**src/rtl/decode_steer_pkg.sv**
```systemverilog
package decode_steer_pkg;
  localparam int LENW = 4;
  localparam int UOPW = 3;

  // micro-ops left after a load-op merge
  function automatic logic [UOPW-1:0] eff_uops(input logic [UOPW-1:0] raw, input logic ld);
    if (ld && raw >= UOPW'(2)) return raw - UOPW'(1);
    return raw;
  endfunction
endpackage

```
**src/rtl/dsf_assign.sv**
```systemverilog
module dsf_assign
  import decode_steer_pkg::*;
#(
  parameter int WIN   = 6,
  parameter int NDEC  = 4,
  parameter int NUOP  = 4,
  parameter int CXMAX = 4,
  parameter int IDXW  = 3,
  parameter int CNTW  = 3
) (
  input  logic                 enable,
  input  logic [WIN-1:0]       win_valid,
  input  logic [UOPW*WIN-1:0]  win_uops,
  input  logic [WIN-1:0]       win_cmp,
  input  logic [WIN-1:0]       win_jcc,
  input  logic [WIN-1:0]       win_ld,
  output logic [NUOP-1:0]      nx_valid,
  output logic [NUOP-1:0]      nx_fused,
  output logic [2*NUOP-1:0]    nx_icnt,
  output logic [IDXW*NUOP-1:0] nx_src,
  output logic [CNTW-1:0]      take_cnt,
  output logic                 ucode_fire,
  output logic [UOPW-1:0]      ucode_cnt,
  output logic                 pair_fire
);
  always_comb begin
    int p;
    int pos;
    logic stop;
    logic two;
    logic mfu;
    logic [UOPW-1:0] e;
    nx_valid   = '0;
    nx_fused   = '0;
    nx_icnt    = '0;
    nx_src     = '0;
    ucode_fire = 1'b0;
    ucode_cnt  = '0;
    pair_fire  = 1'b0;
    p    = 0;
    pos  = 0;
    stop = 1'b0;
    two  = 1'b0;
    mfu  = 1'b0;
    e    = eff_uops(win_uops[0 +: UOPW], win_ld[0]);
    if (!enable || !win_valid[0]) begin
      stop = 1'b1;
    end else if (int'(e) > CXMAX) begin
      ucode_fire = 1'b1;
      ucode_cnt  = e;
      p          = 1;
      stop       = 1'b1;
    end
    for (int d = 0; d < NDEC; d++) begin
      if (!stop) begin
        if (p >= WIN) begin
          stop = 1'b1;
        end else if (!win_valid[p]) begin
          stop = 1'b1;
        end else begin
          e   = eff_uops(win_uops[p*UOPW +: UOPW], win_ld[p]);
          mfu = (e != win_uops[p*UOPW +: UOPW]);
          if (int'(e) > CXMAX) stop = 1'b1;
          else if (int'(e) > 1 && d != 0) stop = 1'b1;
          else if (pos + int'(e) > NUOP) stop = 1'b1;
          else begin
            two = 1'b0;
            if (int'(e) == 1 && !pair_fire && win_cmp[p] && (p + 1 < WIN)) begin
              if (win_valid[p+1] && win_jcc[p+1] &&
                  eff_uops(win_uops[(p+1)*UOPW +: UOPW], win_ld[p+1]) == UOPW'(1))
                two = 1'b1;
            end
            for (int k = 0; k < NUOP; k++) begin
              if (k >= pos && k < pos + int'(e)) begin
                nx_valid[k]               = 1'b1;
                nx_src[k*IDXW +: IDXW]    = IDXW'(p);
                nx_icnt[2*k +: 2]         = two ? 2'd2 : 2'd1;
                nx_fused[k]               = two || (mfu && k == pos);
              end
            end
            pair_fire = pair_fire | two;
            pos       = pos + int'(e);
            p         = p + (two ? 2 : 1);
          end
        end
      end
    end
    take_cnt = CNTW'(p);
  end
endmodule

```
**src/rtl/dsf_bytes.sv**
```systemverilog
module dsf_bytes
  import decode_steer_pkg::*;
#(
  parameter int WIN  = 6,
  parameter int CNTW = 3,
  parameter int BYTW = 7
) (
  input  logic [LENW*WIN-1:0] win_len,
  input  logic [CNTW-1:0]     take_cnt,
  output logic [BYTW-1:0]     take_bytes
);
  always_comb begin
    take_bytes = '0;
    for (int i = 0; i < WIN; i++)
      if (i < int'(take_cnt)) take_bytes = take_bytes + BYTW'(win_len[i*LENW +: LENW]);
  end
endmodule

```
**src/rtl/dsf_bundle_reg.sv**
```systemverilog
module dsf_bundle_reg
  import decode_steer_pkg::*;
#(
  parameter int NUOP = 4,
  parameter int IDXW = 3
) (
  input  logic                 clk,
  input  logic                 rst_n,
  input  logic [NUOP-1:0]      nx_valid,
  input  logic [NUOP-1:0]      nx_fused,
  input  logic [2*NUOP-1:0]    nx_icnt,
  input  logic [IDXW*NUOP-1:0] nx_src,
  input  logic                 ucode_fire,
  input  logic [UOPW-1:0]      ucode_cnt,
  output logic [NUOP-1:0]      uop_valid,
  output logic [NUOP-1:0]      uop_fused,
  output logic [2*NUOP-1:0]    uop_icnt,
  output logic [IDXW*NUOP-1:0] uop_src,
  output logic                 ucode_start,
  output logic [UOPW-1:0]      ucode_uops
);
  for (genvar k = 0; k < NUOP; k++) begin : g_slot
    always_ff @(posedge clk or negedge rst_n) begin
      if (!rst_n) begin
        uop_valid[k]             <= 1'b0;
        uop_fused[k]             <= 1'b0;
        uop_icnt[2*k +: 2]       <= '0;
        uop_src[k*IDXW +: IDXW]  <= '0;
      end else begin
        uop_valid[k]             <= nx_valid[k];
        uop_fused[k]             <= nx_fused[k];
        uop_icnt[2*k +: 2]       <= nx_icnt[2*k +: 2];
        uop_src[k*IDXW +: IDXW]  <= nx_src[k*IDXW +: IDXW];
      end
    end
  end

  always_ff @(posedge clk or negedge rst_n) begin
    if (!rst_n) begin
      ucode_start <= 1'b0;
      ucode_uops  <= '0;
    end else begin
      ucode_start <= ucode_fire;
      ucode_uops  <= ucode_fire ? ucode_cnt : '0;
    end
  end
endmodule

```
**src/rtl/decode_steer.sv**
```systemverilog
module decode_steer
  import decode_steer_pkg::*;
#(
  parameter int WIN   = 6,
  parameter int NDEC  = 4,
  parameter int NUOP  = 4,
  parameter int CXMAX = 4,
  localparam int IDXW = $clog2(WIN),
  localparam int CNTW = $clog2(WIN + 1),
  localparam int BYTW = $clog2(15 * WIN + 1)
) (
  input  logic                 clk,
  input  logic                 rst_n,
  input  logic [WIN-1:0]       win_valid,
  input  logic [LENW*WIN-1:0]  win_len,
  input  logic [UOPW*WIN-1:0]  win_uops,
  input  logic [WIN-1:0]       win_cmp,
  input  logic [WIN-1:0]       win_jcc,
  input  logic [WIN-1:0]       win_ld,
  input  logic                 ucode_busy,
  output logic                 in_ready,
  output logic [CNTW-1:0]      take_cnt,
  output logic [BYTW-1:0]      take_bytes,
  output logic [NUOP-1:0]      uop_valid,
  output logic [NUOP-1:0]      uop_fused,
  output logic [2*NUOP-1:0]    uop_icnt,
  output logic [IDXW*NUOP-1:0] uop_src,
  output logic                 ucode_start,
  output logic [UOPW-1:0]      ucode_uops
);
  logic [NUOP-1:0]      nx_valid;
  logic [NUOP-1:0]      nx_fused;
  logic [2*NUOP-1:0]    nx_icnt;
  logic [IDXW*NUOP-1:0] nx_src;
  logic                 ucode_fire;
  logic [UOPW-1:0]      ucode_cnt;
  logic                 pair_fire;

  assign in_ready = !ucode_busy;

  dsf_assign #(.WIN(WIN), .NDEC(NDEC), .NUOP(NUOP), .CXMAX(CXMAX), .IDXW(IDXW), .CNTW(CNTW)) u_assign (
    .enable(in_ready), .win_valid(win_valid), .win_uops(win_uops), .win_cmp(win_cmp),
    .win_jcc(win_jcc), .win_ld(win_ld), .nx_valid(nx_valid), .nx_fused(nx_fused),
    .nx_icnt(nx_icnt), .nx_src(nx_src), .take_cnt(take_cnt), .ucode_fire(ucode_fire),
    .ucode_cnt(ucode_cnt), .pair_fire(pair_fire)
  );

  dsf_bytes #(.WIN(WIN), .CNTW(CNTW), .BYTW(BYTW)) u_bytes (
    .win_len(win_len), .take_cnt(take_cnt), .take_bytes(take_bytes)
  );

  dsf_bundle_reg #(.NUOP(NUOP), .IDXW(IDXW)) u_breg (
    .clk(clk), .rst_n(rst_n), .nx_valid(nx_valid), .nx_fused(nx_fused), .nx_icnt(nx_icnt),
    .nx_src(nx_src), .ucode_fire(ucode_fire), .ucode_cnt(ucode_cnt), .uop_valid(uop_valid),
    .uop_fused(uop_fused), .uop_icnt(uop_icnt), .uop_src(uop_src), .ucode_start(ucode_start),
    .ucode_uops(ucode_uops)
  );
endmodule

```
**config.mk**
```make
export PLATFORM = sky130hd
export DESIGN_NAME = decode_steer
export DESIGN_NICKNAME = d
export VERILOG_FILES = /design/src/rtl/decode_steer_pkg.sv /design/src/rtl/dsf_assign.sv /design/src/rtl/dsf_bytes.sv /design/src/rtl/dsf_bundle_reg.sv /design/src/rtl/decode_steer.sv
export SDC_FILE = /design/constraint.sdc
export NUM_CORES = 1
export LEC_CHECK = 0
export CORE_MARGIN = 5
export CORE_UTILIZATION = 45
export DETAILED_ROUTE_END_ITERATION = 10
export GPL_TIMING_DRIVEN = 0
export PLACE_DENSITY = 0.62
export RECOVER_POWER = 100
export SYNTH_ARGS = -nofsm -noshare
export SYNTH_HDL_FRONTEND = slang
export SYNTH_HIERARCHICAL = 1
export SYNTH_SLANG_ARGS = --single-unit
```
**constraint.sdc**
```tcl
create_clock -name clk -period 66.7 [get_ports clk]
set_input_delay 10.005 -clock clk [delete_from_list [all_inputs] [get_ports clk]]
set_output_delay 10.005 -clock clk [all_outputs]
set_load 0.05 [all_outputs]
```
# Yosys cells after proc, flatten, opt, wreduce, memory -nomap -nowiden

Cells that the tools add are included.

Bits in registers: 32
Input port bits: 69
Output and inout port bits: 43
Word-level logic and storage cells: 675

Add/sub/neg operators: 25
Multipliers: 8
$lt $le $gt $ge: 70
Equality and inequality tests: 21
Shift-type cells: 8
Mux-type cells: 449
Bitwise gates (word level): 2
Reduce and logical (&&, ||, !) cells: 74

Operators by type and width:

| kind                    | number |
|---|---|
| $mux W32                | 31 |
| $mux W12                | 22 |
| $shiftx A18 B32 Y3      | 8 |
| $mux W3                 | 82 |
| $lt A32 B5 Y1 const B   | 7 |
| $mul A32 B3 Y32 const B | 7 |
| $mux W1                 | 194 |
| $eq A3 B32 Y1 const A   | 6 |
| $ge A3 B32 Y1 const A   | 6 |
| $lt A3 B32 Y1 const A   | 6 |
| $mux W4                 | 45 |
| $mux W8                 | 22 |
| $lt A32 B4 Y1 const B   | 4 |
| $add A32 B2 Y32 const B | 3 |
| $add A32 B32 Y32        | 3 |
| $add A32 B4 Y32         | 3 |
| $eq A2 B32 Y1 const A   | 3 |
| $ge A1 B32 Y1 const A   | 3 |
| $ge A2 B32 Y1 const A   | 3 |
| $ge A32 B4 Y1 const B   | 3 |
| $gt A32 B4 Y1 const B   | 3 |
| $logic_not A32 Y1       | 3 |
| $lt A1 B32 Y1 const A   | 3 |
| $lt A2 B32 Y1 const A   | 3 |
| other kinds (24)        | 184 |

# Logic depth before layout (Yosys ltp)

Gate-level depths: netlist of the first run.

Word-level depth: 206
Mapped depth: 144
Depth with buffers taken out: 132

# Modules after synthesis

Netlist of the first run, hierarchy kept.

Modules (own cells, without submodules):

| module         | instances | cells each | area each (um^2) | sequential area each (um^2) |
|---|---|---|---|---|
| dsf_assign     | 1         | 1,381      | 9,452.8          | 0.0 |
| dsf_bytes      | 1         | 162        | 1,243.7          | 0.0 |
| dsf_bundle_reg | 1         | 35         | 819.5            | 800.8 |
| decode_steer   | 1         | 1          | 3.8              | 0.0 |

# Worst setup path before layout of the first run

Ideal clock, no wire load.

Path kind: input to output
Start: input port win_uops[1]
End: output port take_bytes[3]
Arrival time: 38,649 ps
Data required time: 56,695 ps
Setup slack: 18,046 ps
Stages: 124
Buffers on the path: 18
Cells stage by stage: buf_2 > inv_1 > ha_1 > and4b_1 > o21ba_2 > nand2_4 > clkbuf_1 > buf_1 > nor2_1 > a21oi_1 > ha_1 > clkbuf_1 > xnor2_1 > a31oi_1 > o21ai_0 > o2111a_1 > nor2b_4 > inv_1 > [88 not listed] > and2_1 > ha_1 > inv_1 > fa_1 > o21ai_0 > fa_1 > nand2_1 > o21ai_0 > fa_1 > mux2_2 > inv_1 > fa_1 > o21ai_0 > ha_1 > a21o_1 > a21oi_1 > xor2_1 > o21ai_0

Word-level cells in the longest chain between the ends: 167

RTL lines:

| item                  | RTL line                                             | text |
|---|---|---|
| start: declaration    | decode_steer.sv:16                                   | `input logic [UOPW*WIN-1:0] win_uops,` |
| $ge A3 B2 Y1          | decode_steer_pkg.sv:7                                | `if (ld && raw >= UOPW'(2)) return raw - UOPW'(1);` |
| $logic_and A1 B1 Y1   | decode_steer_pkg.sv:7                                |  |
| $mux W1               | decode_steer_pkg.sv:7                                |  |
| $mux W3               | decode_steer_pkg.sv:8                                | `return raw;` |
| $gt A3 B3 Y1          | dsf_assign.sv:48                                     | `end else if (int'(e) > CXMAX) begin` |
| $mux W1               | dsf_assign.sv:48                                     |  |
| $mux W1               | dsf_assign.sv:46                                     | `if (!enable \|\| !win_valid[0]) begin` |
| $add A1 B1 Y2         | dsf_assign.sv:68, dsf_assign.sv:69, dsf_assign.sv:70 |  |
| [147 not listed]      | n/a                                                  |  |
| named net take_cnt[2] | decode_steer.sv:22                                   | `output logic [CNTW-1:0] take_cnt,` |
| [4 not listed]        | n/a                                                  |  |
| $add A7 B4 Y7         | dsf_bytes.sv:15                                      | `if (i < int'(take_cnt)) take_bytes = take_bytes + BYTW'(win_len[i*LENW +: LENW]);` |
| $mux W7               | dsf_bytes.sv:15                                      |  |
| $add A7 B4 Y7         | dsf_bytes.sv:15                                      |  |
| $mux W7               | dsf_bytes.sv:15                                      |  |
| $add A7 B4 Y7         | dsf_bytes.sv:15                                      |  |
| $mux W7               | dsf_bytes.sv:15                                      |  |
| $add A7 B4 Y7         | dsf_bytes.sv:15                                      |  |
| $mux W7 (*)           | dsf_bytes.sv:15                                      |  |
| end: declaration      | decode_steer.sv:23                                   | `output logic [BYTW-1:0] take_bytes,` |

Mark *: on every way through the listed nets, which the timed path passes. The rest lies on a longest branch. The select of a mux whose other input is x is not followed.

# Worst setup path in the final report of the first run

Start: input port win_uops[0]
End: output port take_bytes[6]

Word-level cells in the longest chain between the ends: 167

RTL lines:

| item                | RTL line |
|---|---|
| $ge A3 B2 Y1        | decode_steer_pkg.sv:7 |
| $logic_and A1 B1 Y1 | decode_steer_pkg.sv:7 |
| $mux W1             | decode_steer_pkg.sv:7 |
| $mux W3             | decode_steer_pkg.sv:8 |
| $gt A3 B3 Y1        | dsf_assign.sv:48 |
| $mux W1             | dsf_assign.sv:48 |
| $mux W1             | dsf_assign.sv:46 |
| $add A1 B1 Y2       | dsf_assign.sv:68, dsf_assign.sv:69, dsf_assign.sv:70 |
| [151 not listed]    | n/a |
| $add A7 B4 Y7       | dsf_bytes.sv:15 |
| $mux W7             | dsf_bytes.sv:15 |
| $add A7 B4 Y7       | dsf_bytes.sv:15 |
| $mux W7             | dsf_bytes.sv:15 |
| $add A7 B4 Y7       | dsf_bytes.sv:15 |
| $mux W7             | dsf_bytes.sv:15 |
| $add A7 B4 Y7       | dsf_bytes.sv:15 |
| $mux W7 (*)         | dsf_bytes.sv:15 |

Mark *: on every way between the ends. The rest lies on a longest branch, timed or not. The select of a mux whose other input is x is not followed.

==> results.yml, run 1 <==
cts:
  cts_resized: 0
  clock_path_buffers: 2
  ctsHoldBuffers: 0
  clock_sinks: 32
  root_buffer: "clkbuf_16"
  clkTransAtPathRegs_ns: 0.05
  cts_made_buffers: 5
  cts_setup_buffers: 0
  htreeDepth: 2
  cts_tree: "done"
power:
  p_clk_frac: 0.133
  leakagePower_nw: 5.578
  power_w: 0.0001907
  switching_share: 0.5220
  p_comb_frac: 0.762
  peakVddDrop_mv: 0.01714
  intPower_w: 0.00009114
  netSwitchingPower_w: 0.00009952
  power_frac_seq: 0.105
  powerDensity_mw_per_mm2: 14.63
route:
  routedWlPerCell_um: 23.33
  drtIter0Drc: 1752
  vias_per_cell: 6.639
  dr_total_vias: 13398
  routed_wl_mm: 47.08
  drt-pass1-iter-count: 8
  route.detailed.drc: 0
  drtAntennaViolNets: 0
placement:
  port-buffer-count: 103
  gp_congestion: 1.001
  dp_hpwl_mm: 37.03
synthesis:
  yosysWarnings: 6
  synth_cells: 1577
  syn_area_sq_mm: 0.01151
  avgSynthCellArea_sq_um: 7.296
  syn-num-nets: 1761
timing:
  finalSetupViolCount: 0
  rsz0062_at_grt: "no"
  worstMarginPinSlew_ns: 1.614
  post-route-period-util: 0.8903
  fin_crit_ns: 59.39
  slew_headroom: -0.07598
  finalHoldViolCount: 0
  fin_setup_tns_ns: 0
  fmax_ghz: 0.01684
  whs_ns: 10.14
  slew_viol_final: 33
outcome:
  outcome: "finished with violations"
  violations: "max-capacitance violations, max-slew violations"
final_layout:
  drive_above_1_share: 0.08649
  diodes: 0
  layout.nets: 1871
  area_delta_synth_final_pct: 13.27
floorplan:
  core_sq_mm: 0.02518
  start_util: 0.4569
  rows: 58
  die_h_um: 169.9
  io_pins: 112
  dieWidth_um: 169.9
  die-area_sq_mm: 0.02887
setup_path:
  cpPeakStageDelay_ns: 0.94
  cpMostUsedCell: "ha_1"
  critical_path_class: "input pin to output port"
  critical_path_arrival_ns: 49.38
  crit_required_ns: 56.69
  cp-start-kind: "input pin"
  cpMaxStageDelayCell: "o22ai_1"
  cp_max_fo: 11
  crit_path_end_kind: "output port"
global_routing:
  grt_pass1_vias: 12966
  grt_max_degree: 33
  grt_usage: 0.3129
  grt_pass1_wl_mm: 73.06
  antenna_found_initial: 0
  grt-ovfl-total: 0
hold_path:
  hold_class: "input pin to asynchronous set/reset pin"
flow_run:
  cap_violations: 1
-- worst max-delay path: cells and delay by family --
| family | cells | cell delay, ns |
|---|---|---|
| multiplexers | 5 | 2.41 |
| buffers and inverters | 34 | 11.72 |
| AND/OR/NAND/NOR | 29 | 5.40 |
| AO/OA/AOI/OAI | 35 | 9.31 |
| XOR/XNOR | 5 | 1.64 |
| adder cells (fa/ha/maj) | 26 | 8.79 |
-- layout by cell type (no fill, tap or decap), types with 13 or more instances in the layout --
master           count
xor2_1              19
nand4_1             17
o22ai_1             27
nor2_1              98
nor3_1              48
dlygate4sd3_1       43
a31oi_1             17
nand2_1            185
and2_1              25
ha_1                99
mux2_2              27
clkdlybuf4s50_1     59
mux2i_1             60
o21ai_0             85
nor2b_1             21
xnor2_1             30
fa_1                16
inv_1               81
dfrtp_1             32
nand2b_1            17
a21o_1              26
mux4_2              23
a211oi_1            23
clkbuf_1            78
nand3_1             84
buf_2               13
a21oi_1            111
-- registers in the layout, summed over array words and instances, names as in the netlist --
register / count
u_breg/uop_icnt: 8
u_breg/ucode_uops: 3
u_breg/ucode_start: 1
u_breg/uop_src: 12
u_breg/uop_valid: 4
u_breg/uop_fused: 4
-- per-stage QoR --
stage / instances / cell area, sq um / util / setup WS, ns
4_1_cts: 2018 / 13120 / 0.5209 / 10.79
2_1_floorplan: 1577 / 11510 / - / 18.08
5_1_grt: 2018 / 13030 / 0.5175 / 5.146
6_report: 2018 / 13030 / 0.5175 / 7.314
3_3_place_gp: 2010 / 12950 / 0.5143 / 11.15
3_5_place_dp: 2010 / 12950 / 0.5143 / 10.85
-- how the worst max path moves through the flow --
stage / start / endpoint / slack, ns / cells past startpoint
6_report: win_uops[0] / take_bytes[6] / 7.31 / 134
5_1_grt: win_uops[0] / take_bytes[6] / 5.15 / 139
4_1_cts: win_uops[0] / take_bytes[6] / 10.79 / 134
3_5_place_dp: win_uops[0] / take_bytes[6] / 10.85 / 132
3_3_place_gp: win_uops[0] / take_bytes[6] / 11.15 / 132
2_1_floorplan: win_uops[1] / take_bytes[3] / 18.08 / 124
-- per-layer routing --
| metal | global-route usage | part of all wire | wire (um) |
|---|---|---|---|
| met4 | 0.1080 | 0.044 | 2064 |
| met3 | 0.05180 | 0.097 | 4569 |
| met1 | 0.4201 | 0.41 | 19300 |
| met5 | 0 | 0 | 0 |
| met2 | 0.5113 | 0.45 | 21150 |
-- layout make-up --
type	count	area, sq um
tap	330	412.9
clock buffer	5	125.1
inverter	89	335.3
clock inverter	3	42.54
buffer	109	474.2
multi-input combinational	1347	9817
fill	2532	12150
timing repair buffer	103	1025
sequential	32	800.8
-- power by group through the flow --
stage                     Combinational [W]  Clock [W]  Sequential [W]
after floorplan                    0.000103          0       0.0000222
after global placement             0.000141          0       0.0000204
after detailed placement           0.000143          0       0.0000204
after CTS                          0.000144  0.0000258       0.0000201
after global routing               0.000157  0.0000268       0.0000201
final                              0.000145  0.0000253       0.0000201
Note: power is estimated with default switching activity, not from simulation.
==> run 2: changes to the inputs <==
--- a/config.mk
+++ b/config.mk
@@ -9,6 +9,7 @@
 export CORE_UTILIZATION = 45
 export DETAILED_ROUTE_END_ITERATION = 10
 export GPL_TIMING_DRIVEN = 0
+export MAX_ROUTING_LAYER = met4
 export PLACE_DENSITY = 0.62
 export RECOVER_POWER = 100
 export SYNTH_ARGS = -nofsm -noshare
==> results.yml, run 2 (synthesized netlist as in run 1, its figures left out) <==
outcome:
  outcome: "finished with violations"
  violations: "max-capacitance violations, max-slew violations"
setup_path:
  cpMostUsedCell: "ha_1"
  critical_path_arrival_ns: 49.31
  cpMaxStageDelayCell: "o22ai_1"
  cp_max_fo: 11
  crit_path_end_kind: "output port"
  crit_required_ns: 56.69
  cpPeakStageDelay_ns: 0.93
  cp-start-kind: "input pin"
  critical_path_class: "input pin to output port"
timing:
  fin_crit_ns: 59.32
  rsz0062_at_grt: "no"
  post-route-period-util: 0.8893
  finalSetupViolCount: 0
  slew_viol_final: 33
  slew_headroom: -0.08661
  worstMarginPinSlew_ns: 1.630
  finalHoldViolCount: 0
  fin_setup_tns_ns: 0
  worst_slack_ns: 7.383
  fmax_ghz: 0.01686
power:
  peakVddDrop_mv: 0.01096
  leakagePower_nw: 5.577
  powerDensity_mw_per_mm2: 14.74
route:
  dr_total_vias: 13407
  routedWlPerCell_um: 23.61
  drtAntennaViolNets: 0
  route.detailed.drc: 0
  drtIter0Drc: 1701
  drt-pass1-iter-count: 6
  vias_per_cell: 6.644
  routed_wl_mm: 47.65
floorplan:
  io_pins: 112
  core_sq_mm: 0.02518
  dieWidth_um: 169.9
  die_h_um: 169.9
  rows: 58
  die-area_sq_mm: 0.02887
  start_util: 0.4569
global_routing:
  grt-ovfl-total: 0
  grt_max_degree: 33
  grt_pass1_vias: 12698
  use_met1: 0.4249
  grt_pass1_wl_mm: 72.83
  use_met3: 0.04855
  grt_usage: 0.3231
  antenna_found_initial: 0
  busiest_layer: "met2"
  use_met2: 0.5173
placement:
  gp_congestion: 1.026
  port-buffer-count: 103
  dp_hpwl_mm: 37.28
  pre_cts_ws_ns: 10.70
  numPlacedInstances: 2010
flow_run:
  cap_violations: 1
cts:
  clock_sinks: 32
  clkTransAtPathRegs_ns: 0.05
  root_buffer: "clkbuf_16"
  cts_setup_buffers: 0
  cts_tree: "done"
  cts_made_buffers: 5
  clock_path_buffers: 2
  ctsHoldBuffers: 0
  htreeDepth: 2
  cts_resized: 0
final_layout:
  area_delta_synth_final_pct: 13.34
  diodes: 0
  utilization: 0.5179
  fillers: 2577
  final_common_cell: "nand2_1"
  layout.nets: 1871
  drive_above_1_share: 0.08590
  regMostFlops: "u_breg/uop_src"
  largestRegisters: "u_breg/uop_src: 12 flops, u_breg/uop_icnt: 8 flops"
  largest_register_ffs: 12
  fin_cells: 2018
  layout_common_cells: "nand2_1 (185), a21oi_1 (111), ha_1 (99), nor2_1 (98), o21ai_0 (85)"
hold_path:
  hold_class: "input pin to asynchronous set/reset pin"
## run 2: worst paths after layout
path,startpoint,to,slack [ns],depth (start not counted)
max in group asynchronous,rst_n,u_breg/uop_fused[1],55.61,1
min,rst_n,u_breg/uop_icnt[7],10.14,1
max,win_uops[0],take_bytes[6],7.38,133
min in group clk,win_uops[1],u_breg/ucode_uops[0],10.59,5
## run 2: where the power goes
part / leakage [nW] / switching, W / total, W / internal [W]
clock network: 0.0798 / 0.00000840 / 0.0000259 / 0.0000175
registers: 0.444 / 0.000000136 / 0.0000201 / 0.0000199
logic: 5.05 / 0.0000926 / 0.000146 / 0.0000537
total: 5.58 / 0.000101 / 0.000192 / 0.0000912
## run 2: cell type report
cell class	count	area, sq um	area share
Buffer	109	470.5	0.03607
Clock buffer	5	125.1	0.009594
Clock inverter	3	42.54	0.003262
Inverter	89	335.3	0.02571
Multi-Input combinational cell	1347	9829	0.7537
Sequential cell	32	800.8	0.06140
Tap cell	330	412.9	0.03166
Timing Repair Buffer	103	1025	0.07858
## run 2: worst max-delay path: cells and delay by family
kind / cells / cell delay (ns)
buffers and inverters: 32 / 11.71
AO/OA/AOI/OAI: 33 / 9.07
adder cells (fa/ha/maj): 26 / 8.06
AND/OR/NAND/NOR: 28 / 6.04
XOR/XNOR: 9 / 2.43
multiplexers: 5 / 1.90
## run 2: stage by stage
stage               power (W)  hold WS, ns  area (sq um)
finish              0.0001923        10.14         13040
global route        0.0002054        10.34         13040
CTS                 0.0001903        10.50         13120
global placement    0.0001625        10.77         12950
floorplan           0.0001251        9.709         11510
detailed placement  0.0001638        10.79         12950
## run 2: per-layer routing
layer / vias to the layer above / part of all wire
li1: 6095 / -
met1: 6471 / 0.42
met2: 731 / 0.46
met3: 110 / 0.089
met4: 0 / 0.031
met5: - / 0
